==> src/rtl/tpg_pkg.sv <==
package tpg_pkg;

  localparam logic [7:0] OFS_PREP   = 8'h00;
  localparam logic [7:0] OFS_GATE   = 8'h04;
  localparam logic [7:0] OFS_RES_LO = 8'h10;
  localparam logic [7:0] OFS_RES_HI = 8'h14;
  localparam logic [7:0] OFS_MASK   = 8'h20;

  // handshake field positions shared by the prepare and gate registers
  localparam int B_EN_REQ  = 31;
  localparam int B_EN_ACK  = 30;
  localparam int B_DIS_REQ = 29;
  localparam int B_DIS_ACK = 28;
  // cause flags
  localparam int B_PORT_BUSY = 18;
  localparam int B_ENA_ERR   = 17;
  localparam int B_DENY      = 16;
  localparam int B_BUS_ERR   = 15;
  localparam int B_MST_BUSY  = 14;
  localparam int B_WAKE_SEEN = 12;
  localparam int B_ABORT     = 2;
  localparam int B_WARM      = 1;

  typedef enum logic [2:0] {
    ST_IDLE, ST_PREPPED, ST_ARMED, ST_GATED, ST_WAKING
  } tpgState_t;

  typedef struct packed {
    logic prepEn;
    logic prepDis;
    logic gateEn;
    logic gateDis;
  } tpgReq_t;

  typedef struct packed {
    logic ackPrepEn;
    logic ackPrepDis;
    logic ackGateEn;
    logic ackGateDis;
    logic latchPrep;
    logic prepAbort;
    logic latchGate;
    logic setWake;
    logic wakeDone;
  } tpgStrobe_t;

endpackage

==> src/rtl/tpg_regs.sv <==
module tpg_regs
  import tpg_pkg::*;
#(
  parameter int NUM_WAKE = 4,
  parameter int REG_AW   = 8
) (
  input  logic                clk,
  input  logic                rstN,
  input  logic                wrEn,
  input  logic [REG_AW-1:0]   addr,
  input  logic [31:0]         wdata,
  output logic [31:0]         rdata,
  input  logic                clusterBusy,
  input  logic                masterBusy,
  input  logic                pmEnaErr,
  input  logic                pmDeny,
  input  logic                busErr,
  input  tpgStrobe_t          strobe,
  output tpgReq_t             req,
  output logic                prepFlagAny,
  output logic [NUM_WAKE-1:0] wakeMask,
  output logic [63:0]         resumeAddr
);

  logic prepEnReq, prepEnAck, prepDisReq, prepDisAck;
  logic pPortBusy, pEnaErr, pDeny, pBusErr, pWake, pAbort;
  logic gEnReq, gEnAck, gDisReq, gDisAck;
  logic gEnaErr, gDeny, gBusErr, gMstBusy, gWarm;
  logic [31:0] resumeLo, resumeHi;
  logic maskReq, maskAck;
  logic [NUM_WAKE-1:0] maskPend, mask;

  logic wrPrep, wrGate, wrLo, wrHi, wrMask;
  assign wrPrep = wrEn && (addr == REG_AW'(OFS_PREP));
  assign wrGate = wrEn && (addr == REG_AW'(OFS_GATE));
  assign wrLo   = wrEn && (addr == REG_AW'(OFS_RES_LO));
  assign wrHi   = wrEn && (addr == REG_AW'(OFS_RES_HI));
  assign wrMask = wrEn && (addr == REG_AW'(OFS_MASK));

  always_ff @(posedge clk or negedge rstN) begin
    if (!rstN) begin
      prepEnReq <= 1'b0; prepEnAck <= 1'b0; prepDisReq <= 1'b0; prepDisAck <= 1'b0;
      pPortBusy <= 1'b0; pEnaErr <= 1'b0; pDeny <= 1'b0; pBusErr <= 1'b0;
      pWake <= 1'b0; pAbort <= 1'b0;
      gEnReq <= 1'b0; gEnAck <= 1'b0; gDisReq <= 1'b0; gDisAck <= 1'b0;
      gEnaErr <= 1'b0; gDeny <= 1'b0; gBusErr <= 1'b0; gMstBusy <= 1'b0; gWarm <= 1'b0;
      resumeLo <= '0; resumeHi <= '0;
      maskReq <= 1'b0; maskAck <= 1'b0; maskPend <= '1; mask <= '1;
    end else begin
      // responses from the sequencer for requests posted earlier
      if (strobe.ackPrepEn)  begin prepEnReq  <= 1'b0; prepEnAck  <= 1'b1; end
      if (strobe.ackPrepDis) begin prepDisReq <= 1'b0; prepDisAck <= 1'b1; end
      if (strobe.ackGateEn)  begin gEnReq     <= 1'b0; gEnAck     <= 1'b1; end
      if (strobe.ackGateDis) begin gDisReq    <= 1'b0; gDisAck    <= 1'b1; end
      if (strobe.latchPrep) begin
        pPortBusy <= clusterBusy;
        pEnaErr   <= pmEnaErr;
        pDeny     <= pmDeny;
        pBusErr   <= busErr;
        pWake     <= strobe.prepAbort;
        pAbort    <= strobe.prepAbort;
      end
      if (strobe.setWake) pWake <= 1'b1;
      if (strobe.latchGate) begin
        gEnaErr  <= pmEnaErr;
        gDeny    <= pmDeny;
        gBusErr  <= busErr;
        gMstBusy <= masterBusy;
      end
      if (strobe.wakeDone) begin
        prepEnReq <= 1'b0; prepEnAck <= 1'b0; prepDisReq <= 1'b0; prepDisAck <= 1'b0;
        gEnReq    <= 1'b0; gEnAck    <= 1'b0; gDisReq    <= 1'b0; gDisAck    <= 1'b0;
        gWarm     <= 1'b1;
      end
      if (maskReq) begin
        mask    <= maskPend;
        maskReq <= 1'b0;
        maskAck <= 1'b1;
      end
      // new writes take precedence over responses in the same cycle
      if (wrPrep && (wdata[B_EN_REQ] || wdata[B_DIS_REQ])) begin
        prepEnAck <= 1'b0; prepDisAck <= 1'b0;
      end
      if (wrPrep && wdata[B_EN_REQ]) begin
        prepEnReq <= 1'b1;
        pPortBusy <= 1'b0; pEnaErr <= 1'b0; pDeny <= 1'b0; pBusErr <= 1'b0;
        pWake <= 1'b0; pAbort <= 1'b0;
      end
      if (wrPrep && wdata[B_DIS_REQ]) prepDisReq <= 1'b1;
      if (wrGate && (wdata[B_EN_REQ] || wdata[B_DIS_REQ])) begin
        gEnAck <= 1'b0; gDisAck <= 1'b0;
      end
      if (wrGate && wdata[B_EN_REQ]) begin
        gEnReq <= 1'b1;
        gEnaErr <= 1'b0; gDeny <= 1'b0; gBusErr <= 1'b0; gMstBusy <= 1'b0; gWarm <= 1'b0;
      end
      if (wrGate && wdata[B_DIS_REQ]) gDisReq <= 1'b1;
      if (wrLo) resumeLo <= wdata;
      if (wrHi) resumeHi <= wdata;
      if (wrMask && wdata[B_EN_REQ]) begin
        maskPend <= wdata[NUM_WAKE-1:0];
        maskReq  <= 1'b1;
        maskAck  <= 1'b0;
      end
    end
  end

  always_comb begin
    rdata = '0;
    if (addr == REG_AW'(OFS_PREP)) begin
      rdata[B_EN_REQ] = prepEnReq;   rdata[B_EN_ACK] = prepEnAck;
      rdata[B_DIS_REQ] = prepDisReq; rdata[B_DIS_ACK] = prepDisAck;
      rdata[B_PORT_BUSY] = pPortBusy; rdata[B_ENA_ERR] = pEnaErr;
      rdata[B_DENY] = pDeny;          rdata[B_BUS_ERR] = pBusErr;
      rdata[B_WAKE_SEEN] = pWake;     rdata[B_ABORT] = pAbort;
    end else if (addr == REG_AW'(OFS_GATE)) begin
      rdata[B_EN_REQ] = gEnReq;   rdata[B_EN_ACK] = gEnAck;
      rdata[B_DIS_REQ] = gDisReq; rdata[B_DIS_ACK] = gDisAck;
      rdata[B_ENA_ERR] = gEnaErr; rdata[B_DENY] = gDeny;
      rdata[B_BUS_ERR] = gBusErr; rdata[B_MST_BUSY] = gMstBusy;
      rdata[B_WARM] = gWarm;
    end else if (addr == REG_AW'(OFS_RES_LO)) begin
      rdata = resumeLo;
    end else if (addr == REG_AW'(OFS_RES_HI)) begin
      rdata = resumeHi;
    end else if (addr == REG_AW'(OFS_MASK)) begin
      rdata[B_EN_REQ] = maskReq;
      rdata[B_EN_ACK] = maskAck;
      rdata[NUM_WAKE-1:0] = mask;
    end
  end

  always_comb begin
    req.prepEn  = prepEnReq;
    req.prepDis = prepDisReq;
    req.gateEn  = gEnReq;
    req.gateDis = gDisReq;
  end

  assign prepFlagAny = pPortBusy | pEnaErr | pDeny | pBusErr | pWake;
  assign wakeMask    = mask;
  assign resumeAddr  = {resumeHi, resumeLo};

  // a posted prepare request is answered on the very next edge
  assert_req_selfclear_R2: assert property (@(posedge clk) disable iff (!rstN)
    (prepEnReq && !(wrPrep && wdata[B_EN_REQ])) |=> !prepEnReq);

  // a request only disappears by being acknowledged or by a wake release
  assert_ack_follows_R2: assert property (@(posedge clk) disable iff (!rstN)
    $fell(prepEnReq) |-> (prepEnAck || gWarm));

  // a mask update completes in one edge
  assert_mask_ack_R12: assert property (@(posedge clk) disable iff (!rstN)
    (maskReq && !(wrMask && wdata[B_EN_REQ])) |=> (maskAck && !maskReq));

endmodule

==> src/rtl/tpg_ctrl.sv <==
module tpg_ctrl
  import tpg_pkg::*;
#(
  parameter int NUM_WAKE   = 4,
  parameter int WAKE_DELAY = 4
) (
  input  logic                clk,
  input  logic                rstN,
  input  tpgReq_t             req,
  input  logic                prepFlagAny,
  input  logic [NUM_WAKE-1:0] wakeEvt,
  input  logic [NUM_WAKE-1:0] wakeMask,
  input  logic                coreHalted,
  input  logic                clusterBusy,
  input  logic                masterBusy,
  input  logic                pmEnaErr,
  input  logic                pmDeny,
  input  logic                busErr,
  output tpgStrobe_t          strobe,
  output logic                pgEnable,
  output logic                resumeValid
);

  localparam int CNT_W = $clog2(WAKE_DELAY + 1);
  localparam logic [CNT_W-1:0] CNT_LAST = CNT_W'(WAKE_DELAY - 1);

  tpgState_t state, nextState;
  logic [CNT_W-1:0] cnt;
  logic wakeHit, prepErr, gateErr, live;

  assign wakeHit = |(wakeEvt & wakeMask);
  assign prepErr = clusterBusy | pmEnaErr | pmDeny | busErr;
  assign gateErr = masterBusy | pmEnaErr | pmDeny | busErr;
  assign live    = (state == ST_IDLE) || (state == ST_PREPPED) || (state == ST_ARMED);

  always_comb begin
    strobe    = '0;
    nextState = state;
    // every posted request is acknowledged on the next edge
    strobe.ackPrepEn  = req.prepEn;
    strobe.ackPrepDis = req.prepDis;
    strobe.ackGateEn  = req.gateEn;
    strobe.ackGateDis = req.gateDis;
    if (live) begin
      strobe.latchPrep = req.prepEn;
      strobe.prepAbort = req.prepEn && wakeHit;
      strobe.latchGate = req.gateEn;
      strobe.setWake   = wakeHit && (state != ST_IDLE) && !req.prepEn && !req.prepDis;
      if (req.prepDis)
        nextState = ST_IDLE;
      else if (req.prepEn)
        nextState = (wakeHit || prepErr) ? ST_IDLE : ST_PREPPED;
      else if (req.gateDis && (state == ST_ARMED))
        nextState = ST_PREPPED;
      else if (req.gateEn && (state != ST_IDLE))
        nextState = (!prepFlagAny && !gateErr && !wakeHit) ? ST_ARMED : ST_PREPPED;
      else if ((state == ST_ARMED) && wakeHit)
        nextState = ST_PREPPED;
      else if ((state == ST_ARMED) && coreHalted)
        nextState = ST_GATED;
    end else if (state == ST_GATED) begin
      if (wakeHit) nextState = ST_WAKING;
    end else begin
      if (cnt == CNT_LAST) begin
        nextState       = ST_IDLE;
        strobe.wakeDone = 1'b1;
      end
    end
  end

  always_ff @(posedge clk or negedge rstN) begin
    if (!rstN) begin
      state       <= ST_IDLE;
      cnt         <= '0;
      resumeValid <= 1'b0;
    end else begin
      state       <= nextState;
      resumeValid <= strobe.wakeDone;
      if (state == ST_WAKING)   cnt <= cnt + 1'b1;
      else                      cnt <= '0;
    end
  end

  assign pgEnable = (state == ST_GATED) || (state == ST_WAKING);

  // power is only removed after a sampled halt
  assert_gate_after_halt_R7: assert property (@(posedge clk) disable iff (!rstN)
    $rose(pgEnable) |-> $past(coreHalted));

  // a wake between prepare and gate keeps the gate off
  assert_wake_blocks_R8: assert property (@(posedge clk) disable iff (!rstN)
    ((state == ST_PREPPED || state == ST_ARMED) && wakeHit) |=> !pgEnable);

  // the release counter never passes the programmed delay
  assert_wake_count_R10: assert property (@(posedge clk) disable iff (!rstN)
    (state == ST_WAKING) |-> (int'(cnt) < WAKE_DELAY));

  // the resume pulse coincides with the gate release
  assert_resume_pulse_R10: assert property (@(posedge clk) disable iff (!rstN)
    resumeValid |-> (!pgEnable && $past(pgEnable)));

endmodule

==> src/rtl/tile_pg_ctrl.sv <==
module tile_pg_ctrl
  import tpg_pkg::*;
#(
  parameter int NUM_WAKE   = 4,
  parameter int WAKE_DELAY = 4,
  parameter int REG_AW     = 8
) (
  input  logic                clk,
  input  logic                rstN,
  input  logic                regWrEn,
  input  logic [REG_AW-1:0]   regAddr,
  input  logic [31:0]         regWdata,
  output logic [31:0]         regRdata,
  input  logic [NUM_WAKE-1:0] wakeEvt,
  input  logic                pmEnaErr,
  input  logic                pmDeny,
  input  logic                busErr,
  input  logic                clusterBusy,
  input  logic                masterBusy,
  input  logic                coreHalted,
  output logic                pgEnable,
  output logic [63:0]         resumeAddr,
  output logic                resumeValid
);

  tpgStrobe_t strobe;
  tpgReq_t req;
  logic prepFlagAny;
  logic [NUM_WAKE-1:0] wakeMask;

  tpg_regs #(.NUM_WAKE(NUM_WAKE), .REG_AW(REG_AW)) uRegs (
    .clk(clk), .rstN(rstN), .wrEn(regWrEn), .addr(regAddr), .wdata(regWdata),
    .rdata(regRdata), .clusterBusy(clusterBusy), .masterBusy(masterBusy),
    .pmEnaErr(pmEnaErr), .pmDeny(pmDeny), .busErr(busErr), .strobe(strobe),
    .req(req), .prepFlagAny(prepFlagAny), .wakeMask(wakeMask), .resumeAddr(resumeAddr)
  );

  tpg_ctrl #(.NUM_WAKE(NUM_WAKE), .WAKE_DELAY(WAKE_DELAY)) uCtrl (
    .clk(clk), .rstN(rstN), .req(req), .prepFlagAny(prepFlagAny),
    .wakeEvt(wakeEvt), .wakeMask(wakeMask), .coreHalted(coreHalted),
    .clusterBusy(clusterBusy), .masterBusy(masterBusy), .pmEnaErr(pmEnaErr),
    .pmDeny(pmDeny), .busErr(busErr), .strobe(strobe), .pgEnable(pgEnable),
    .resumeValid(resumeValid)
  );

endmodule

==> config.mk <==
export PLATFORM = sky130hd
export DESIGN_NAME = tile_pg_ctrl
export DESIGN_NICKNAME = d
export VERILOG_FILES = /design/src/rtl/tpg_pkg.sv /design/src/rtl/tpg_regs.sv /design/src/rtl/tpg_ctrl.sv /design/src/rtl/tile_pg_ctrl.sv
export SDC_FILE = /design/constraint.sdc
export NUM_CORES = 1
export LEC_CHECK = 0
export BUFFER_PORTS_ARGS = -buffer_cell sky130_fd_sc_hd__buf_2
export CAP_MARGIN = 20
export CORE_MARGIN = 2
export CORE_UTILIZATION = 40
export CTS_CLUSTER_SIZE = 25
export DETAILED_ROUTE_END_ITERATION = 10
export PLACE_DENSITY_LB_ADDON = 0.1
export SLEW_MARGIN = 20
export SYNTH_ARGS = -nofsm -noshare
export SYNTH_HDL_FRONTEND = slang
export SYNTH_SLANG_ARGS = --single-unit
==> constraint.sdc <==
create_clock -name clk -period 1.9 [get_ports clk]
set_input_delay 0.285 -clock clk [delete_from_list [all_inputs] [get_ports clk]]
set_output_delay 0.285 -clock clk [all_outputs]
set_load 0.05 [all_outputs]
# After elaboration in Yosys (flattened, before gate mapping)
# Index checks and enable logic that the tools add are counted.
dict set report op_classes {
  muxes 78
  add_sub_neg 1
  eq_ne 11
  reduce_logical 47
  n_bitwise 11
}
# cell n
set ops {}
lappend ops {{two-way mux 1 bit} 49}
lappend ops {{two-way mux 3 bit} 11}
lappend ops {{two-way mux 32 bit} 1}
lappend ops {{two-way mux 4 bit} 7}
lappend ops {{two-way mux 26 bit} 1}
lappend ops {{logical AND 1 bit} 22}
lappend ops {{nonzero test 3 bit} 7}
lappend ops {{two-way mux 9 bit} 2}
lappend ops {{equality test 8 x 5 -> 1 bit, second input constant} 2}
lappend ops {{two-way mux 12 bit} 1}
lappend ops {{two-way mux 10 bit} 1}
lappend ops {{two-way mux 2 bit} 5}
lappend ops {{OR 1 bit} 10}
lappend ops {{equality test 3 x 2 -> 1 bit, second input constant} 3}
lappend ops {{equality test 8 x 3 -> 1 bit, second input constant} 1}
lappend ops {{equality test 8 x 6 -> 1 bit, second input constant} 1}
lappend ops {{logical NOT 8 bit} 1}
lappend ops {{nonzero test 2 bit} 4}
lappend ops {{!= test 7 bit, second input constant} 1}
lappend ops {{logical NOT 1 bit} 5}
lappend ops {{logical OR 1 bit} 5}
lappend ops {{AND 4 bit} 1}
lappend ops {{OR reduction 4 bit} 1}
lappend ops {{adder 3 x 1 -> 3 bit, second input constant} 1}
lappend ops {{5 further kinds} 5}
dict set report word_totals {
  ff_bits 100
  elab_cells 176
  output_inout_bits 98
}

# Logic depth before layout (Yosys ltp)
dict set report logic_depth {
  ltp_word 13
  depth_mapped 7
}

# Modules after synthesis
# From an unflattened synthesis, not the netlist that was laid out.
dict set report hier_totals {
  hier_cells 400
  area_unflattened_um2 4999.8
}
# mod cells_each instances area_each_um2
set by_module_without_submodules {}
lappend by_module_without_submodules {tpg_regs 338 1 4453.0}
lappend by_module_without_submodules {tpg_ctrl 62 1 546.8}

# Worst setup path after synthesis
# OpenSTA, ideal clock, no wires.
dict set report synth_path {
  path_type {in2out}
  from {input regAddr[5]}
  to {output regRdata[3]}
  arrival_ns 3.341
  setup_slack_ns -1.726
  stages 5
  cell_sequence {and2b_1 and2_1 buf_4 a21oi_1 a2111oi_0}
}
dict set report synth_via {
  elab_chain_len 6
}
# element line_no
set synth_rtl {}
lappend synth_rtl {{start: declaration} tile_pg_ctrl.sv:11} ;# input logic [REG_AW-1:0] regAddr,
lappend synth_rtl {{equality test 8 x 6 -> 1 bit} tpg_regs.sv:126} ;# end else if (addr == REG_AW'(OFS_MASK)) begin
lappend synth_rtl {{two-way mux 4 bit} tpg_regs.sv:126}
lappend synth_rtl {{two-way mux 4 bit} tpg_regs.sv:124} ;# end else if (addr == REG_AW'(OFS_RES_HI)) begin
lappend synth_rtl {{two-way mux 32 bit} tpg_regs.sv:122} ;# end else if (addr == REG_AW'(OFS_RES_LO)) begin
lappend synth_rtl {{two-way mux 12 bit} tpg_regs.sv:116} ;# end else if (addr == REG_AW'(OFS_GATE)) begin
lappend synth_rtl {{two-way mux 9 bit (*)} tpg_regs.sv:110} ;# if (addr == REG_AW'(OFS_PREP)) begin
lappend synth_rtl {{end: declaration} tile_pg_ctrl.sv:13} ;# output logic [31:0] regRdata,
# Every way passes the cells marked *; elsewhere a longest branch is shown, timed or not.

# Final worst setup path
dict set report layout_path {
  from {register uRegs.resumeLo[30]}
  to {output regRdata[30]}
}
dict set report layout_via {
  elab_chain_len 3
}
# element line_no
set layout_rtl {}
lappend layout_rtl {{start: declaration} tpg_regs.sv:29} ;# logic [31:0] resumeLo, resumeHi;
lappend layout_rtl {{start signal: assignment} tpg_regs.sv:98} ;# if (wrLo) resumeLo <= wdata;
lappend layout_rtl {{two-way mux 32 bit} tpg_regs.sv:122}
lappend layout_rtl {{two-way mux 4 bit} tpg_regs.sv:116}
lappend layout_rtl {{two-way mux 4 bit} tpg_regs.sv:110}
# No other way between the ends.

==> impl_metrics.toml <==
[run_status]
outcome = "complete, but fails checks"
violations = "hold timing, setup timing"

[timing]
rsz0062_at_grt = "yes"
final_max_slew_viol_count = 0
min_period_ns = 1.98
finClkSkew_ns = 0.00505
tightest_slew_ns = 0.567
post-route-period-util = 1.04
max_slew_margin = 0.622
whs_ns = -0.0502
max_clock_freq_ghz = 0.505
fin_ws_ns = -0.0788
setup_viol = 20
finalHoldViolCount = 17

[route]
vias_per_cell = 5.30
avgRoutedWirePerCell_um = 18.6
dr.pass1.iters = 4
drtIter0Drc = 190
ant_nets = 0
dr_total_vias = 3908
routed_wl_mm = 13.7
drc = 0

[clock_tree]
cts_inserted_buffers = 9
postCtsHoldBufs = 0
cts_buffer_depth = 2
cts_max_level = 3
cts_root_buf = "clkbuf_16"
cts.sink_count = 100
cts.clk_slew.worst_paths_ns = 0.07
clkLatencyLatePin_ns = 0.35
cts_tree = "yes"

[yosys]
synth.yosys.warnings = 0
syn_area_mm2 = 0.00484
syn_inst = 395
ys_ff_latch = 100
ys_types = 53
synth_nets = 450
ys_seq_area_frac = 0.519
async_reset_ff_frac = 1.00
avgSynthCellArea_um2 = 12.3
synth_edf_count = 0
ys.flop_type = "dfrtp_1"

[critical_path]
required_ns = 1.62
slowest_stage = "dfrtp_1"
crit_arrival_ns = 1.69
path_cells = "or3_4 > a32oi_4 > o221ai_4 > buf_6"
setup.worst_path.end = "regRdata[30]"
cp_top_family = "compound AO/OA/AOI/OAI gates"
r2r-end = "uCtrl.state[0]$_DFFE_PN0P_"
crit_start = "uRegs.resumeLo[30]$_DFFE_PN0P_"
crit_path_max_fanout = 2
r2r_slack_ns = 0.17
reg2reg_depth = 4
r2r-start = "uCtrl.state[0]$_DFFE_PN0P_"
worstSetupPathDepth = 4
critPathMaxStageDelay_ns = 0.40
path_class = "reg2out"
path_buf_inv = 1
cp-start-kind = "flop"
end_kind = "primary output"

[floorplan]
die_height_um = 114
die_area_mm2 = 0.0130
ioPinCount = 151
die_w_um = 114
core_mm2 = 0.0119
start_util = 0.407
rows = 40

[placed_design]
gp_congestion = 0.813
portBuffers = 150
place_ws_ns = -0.160
dp.final_hpwl_mm = 9.34

[grt]
grt_pass1_vias = 3875
grtUsageTotal = 0.211
grt_pass1_wl_mm = 20.8
grt_start_max_net_pins = 101
grt_overflow = 0
antenna_found_initial = 0

[flow_run]
drv_cap = 0

[power_and_ir_drop]
p_leak_nw = 3.64
ir_drop_mv = 0.586
p_per_area_mw_per_mm2 = 688
power_mw = 4.86

[layout]
areaGrowthSynthToFinish_pct = 45.7
antenna_cells = 0
fin_nets = 641
drive_gt1_frac = 0.589

[worst_hold_path]
worstHoldPathType = "in2async"
[worst reg2reg max path: cells and delay by family (launching register included)]
kind / cells / cell delay (ns)
AO/OA/AOI/OAI: 2 / 0.43
AND/OR/NAND/NOR: 1 / 0.40
flip-flops: 1 / 0.46
multiplexers: 1 / 0.33
[where the power goes]
| part | leakage (nW) | total, mW | internal [mW] | switching [mW] |
|---|---|---|---|---|
| sequential | 1.28 | 2.29 | 2.21 | 0.0732 |
| combinational | 2.21 | 0.690 | 0.233 | 0.456 |
| clock | 0.146 | 1.88 | 1.06 | 0.816 |
[cells in the mapped netlist, drive strengths merged (2+ instances only)]
cell,number,area share
nor2,25,0.020
or3,3,0.0049
and3b,2,0.0036
a22oi,4,0.0062
nor4,4,0.0083
o21ai,9,0.0093
a21oi,21,0.022
and3,3,0.0039
a21o,2,0.0031
o211ai,2,0.0031
a22o,19,0.034
nand3,13,0.013
o22a,5,0.0090
inv,5,0.0039
dfrtp,92,0.48
a32oi,2,0.0036
ha,2,0.0052
clkbuf,7,0.0054
nor3,10,0.018
dfstp,8,0.043
nand2,34,0.027
mux2i,11,0.023
o21a,4,0.0062
and2,3,0.0039
mux2,72,0.19
buf,16,0.024
[through the flow]
step           cells   util  setup TNS, ns  cell area, µm²
2_1_floorplan    395      -         -0.709            4970
6_report         738  0.592         -0.344            7060
5_1_grt          738  0.592          -1.78            7060
4_1_cts          732  0.575         -0.861            6850
3_3_place_gp     710  0.519          -6.92            6180
3_5_place_dp     710  0.519          -7.30            6180
[routing by layer]
layer  wire length, µm  GRT usage
met3               643     0.0503
met5                 0          0
met4               198     0.0837
met1              6090      0.279
met2              6770      0.338
[layout by cell type (no fill, tap or decap), types with 3 or more instances in the layout]
cell type and count:
o21ai_0 8, and3_1 3, mux2i_1 11, dfrtp_1 92, nand3_1 11, nor2_1 16, nand2_1 29, o21a_1 4
nor3_1 3, a21oi_1 19, a22o_1 10, nor4_1 3, buf_4 37, mux2_2 40, nor3_4 6, mux2_4 30
inv_1 5, a22o_2 5, clkbuf_16 12, nor2_4 7, buf_12 9, buf_8 8, a22o_4 4, nand2_2 4
dfstp_2 8, buf_6 33, buf_2 113, o22a_1 5
[logic make-up (layout without fill, tap and decap cells)]
| logic type | after synthesis | count (layout) | synth area share |
|---|---|---|---|
| flip-flops | 100 | 100 | 0.519 |
| AND/OR/NAND/NOR | 105 | 105 | 0.119 |
| AO/OA/AOI/OAI | 76 | 76 | 0.110 |
| buffers and inverters | 29 | 225 | 0.0338 |
| adder cells (fa/ha/maj) | 2 | 2 | 0.00516 |
| multiplexers | 83 | 83 | 0.213 |
[how the worst min path moves through the flow]
stage	endpoint	slack (ns)	cells after the start
5_1_grt	uRegs.resumeHi[2]$_DFFE_PN0P_	0.04	2
3_5_place_dp	uRegs.resumeLo[2]$_DFFE_PN0P_	0.39	2
4_1_cts	uRegs.resumeLo[6]$_DFFE_PN0P_	0.01	2
2_1_floorplan	uCtrl.cnt[0]$_DFF_PN0_	-0.01	0
6_report	uRegs.resumeHi[2]$_DFFE_PN0P_	-0.05	2
3_3_place_gp	uRegs.resumeHi[2]$_DFFE_PN0P_	0.39	2
[sequential cells by signal, indices dropped and copies added, names as in the netlist, 3 cells and up]
signal	flops
uCtrl.cnt	3
uCtrl.state	3
uRegs.maskPend	4
uRegs.resumeHi	32
uRegs.resumeLo	32
uRegs.wakeMask	4
[what timing repair did]
action | 4_1_cts | 5_1_grt
endpoints found under the setup margin | 32 | 32
gates cloned | 1 | 4
pin swaps | 14 | 23
setup buffers | 5 | 3
resized for setup | 87 | 23
[area by class of cell]
| class | instances | area [µm²] |
|---|---|---|
| clock buffers | 11 | 243 |
| inverters | 6 | 22.5 |
| well taps | 147 | 184 |
| multi-input cells | 266 | 2440 |
| flip-flops and latches | 100 | 2510 |
| clock inverters | 5 | 60.1 |
| fillers | 1008 | 4850 |
| repair buffers | 203 | 1590 |
(Power assumes the default switching activity.)
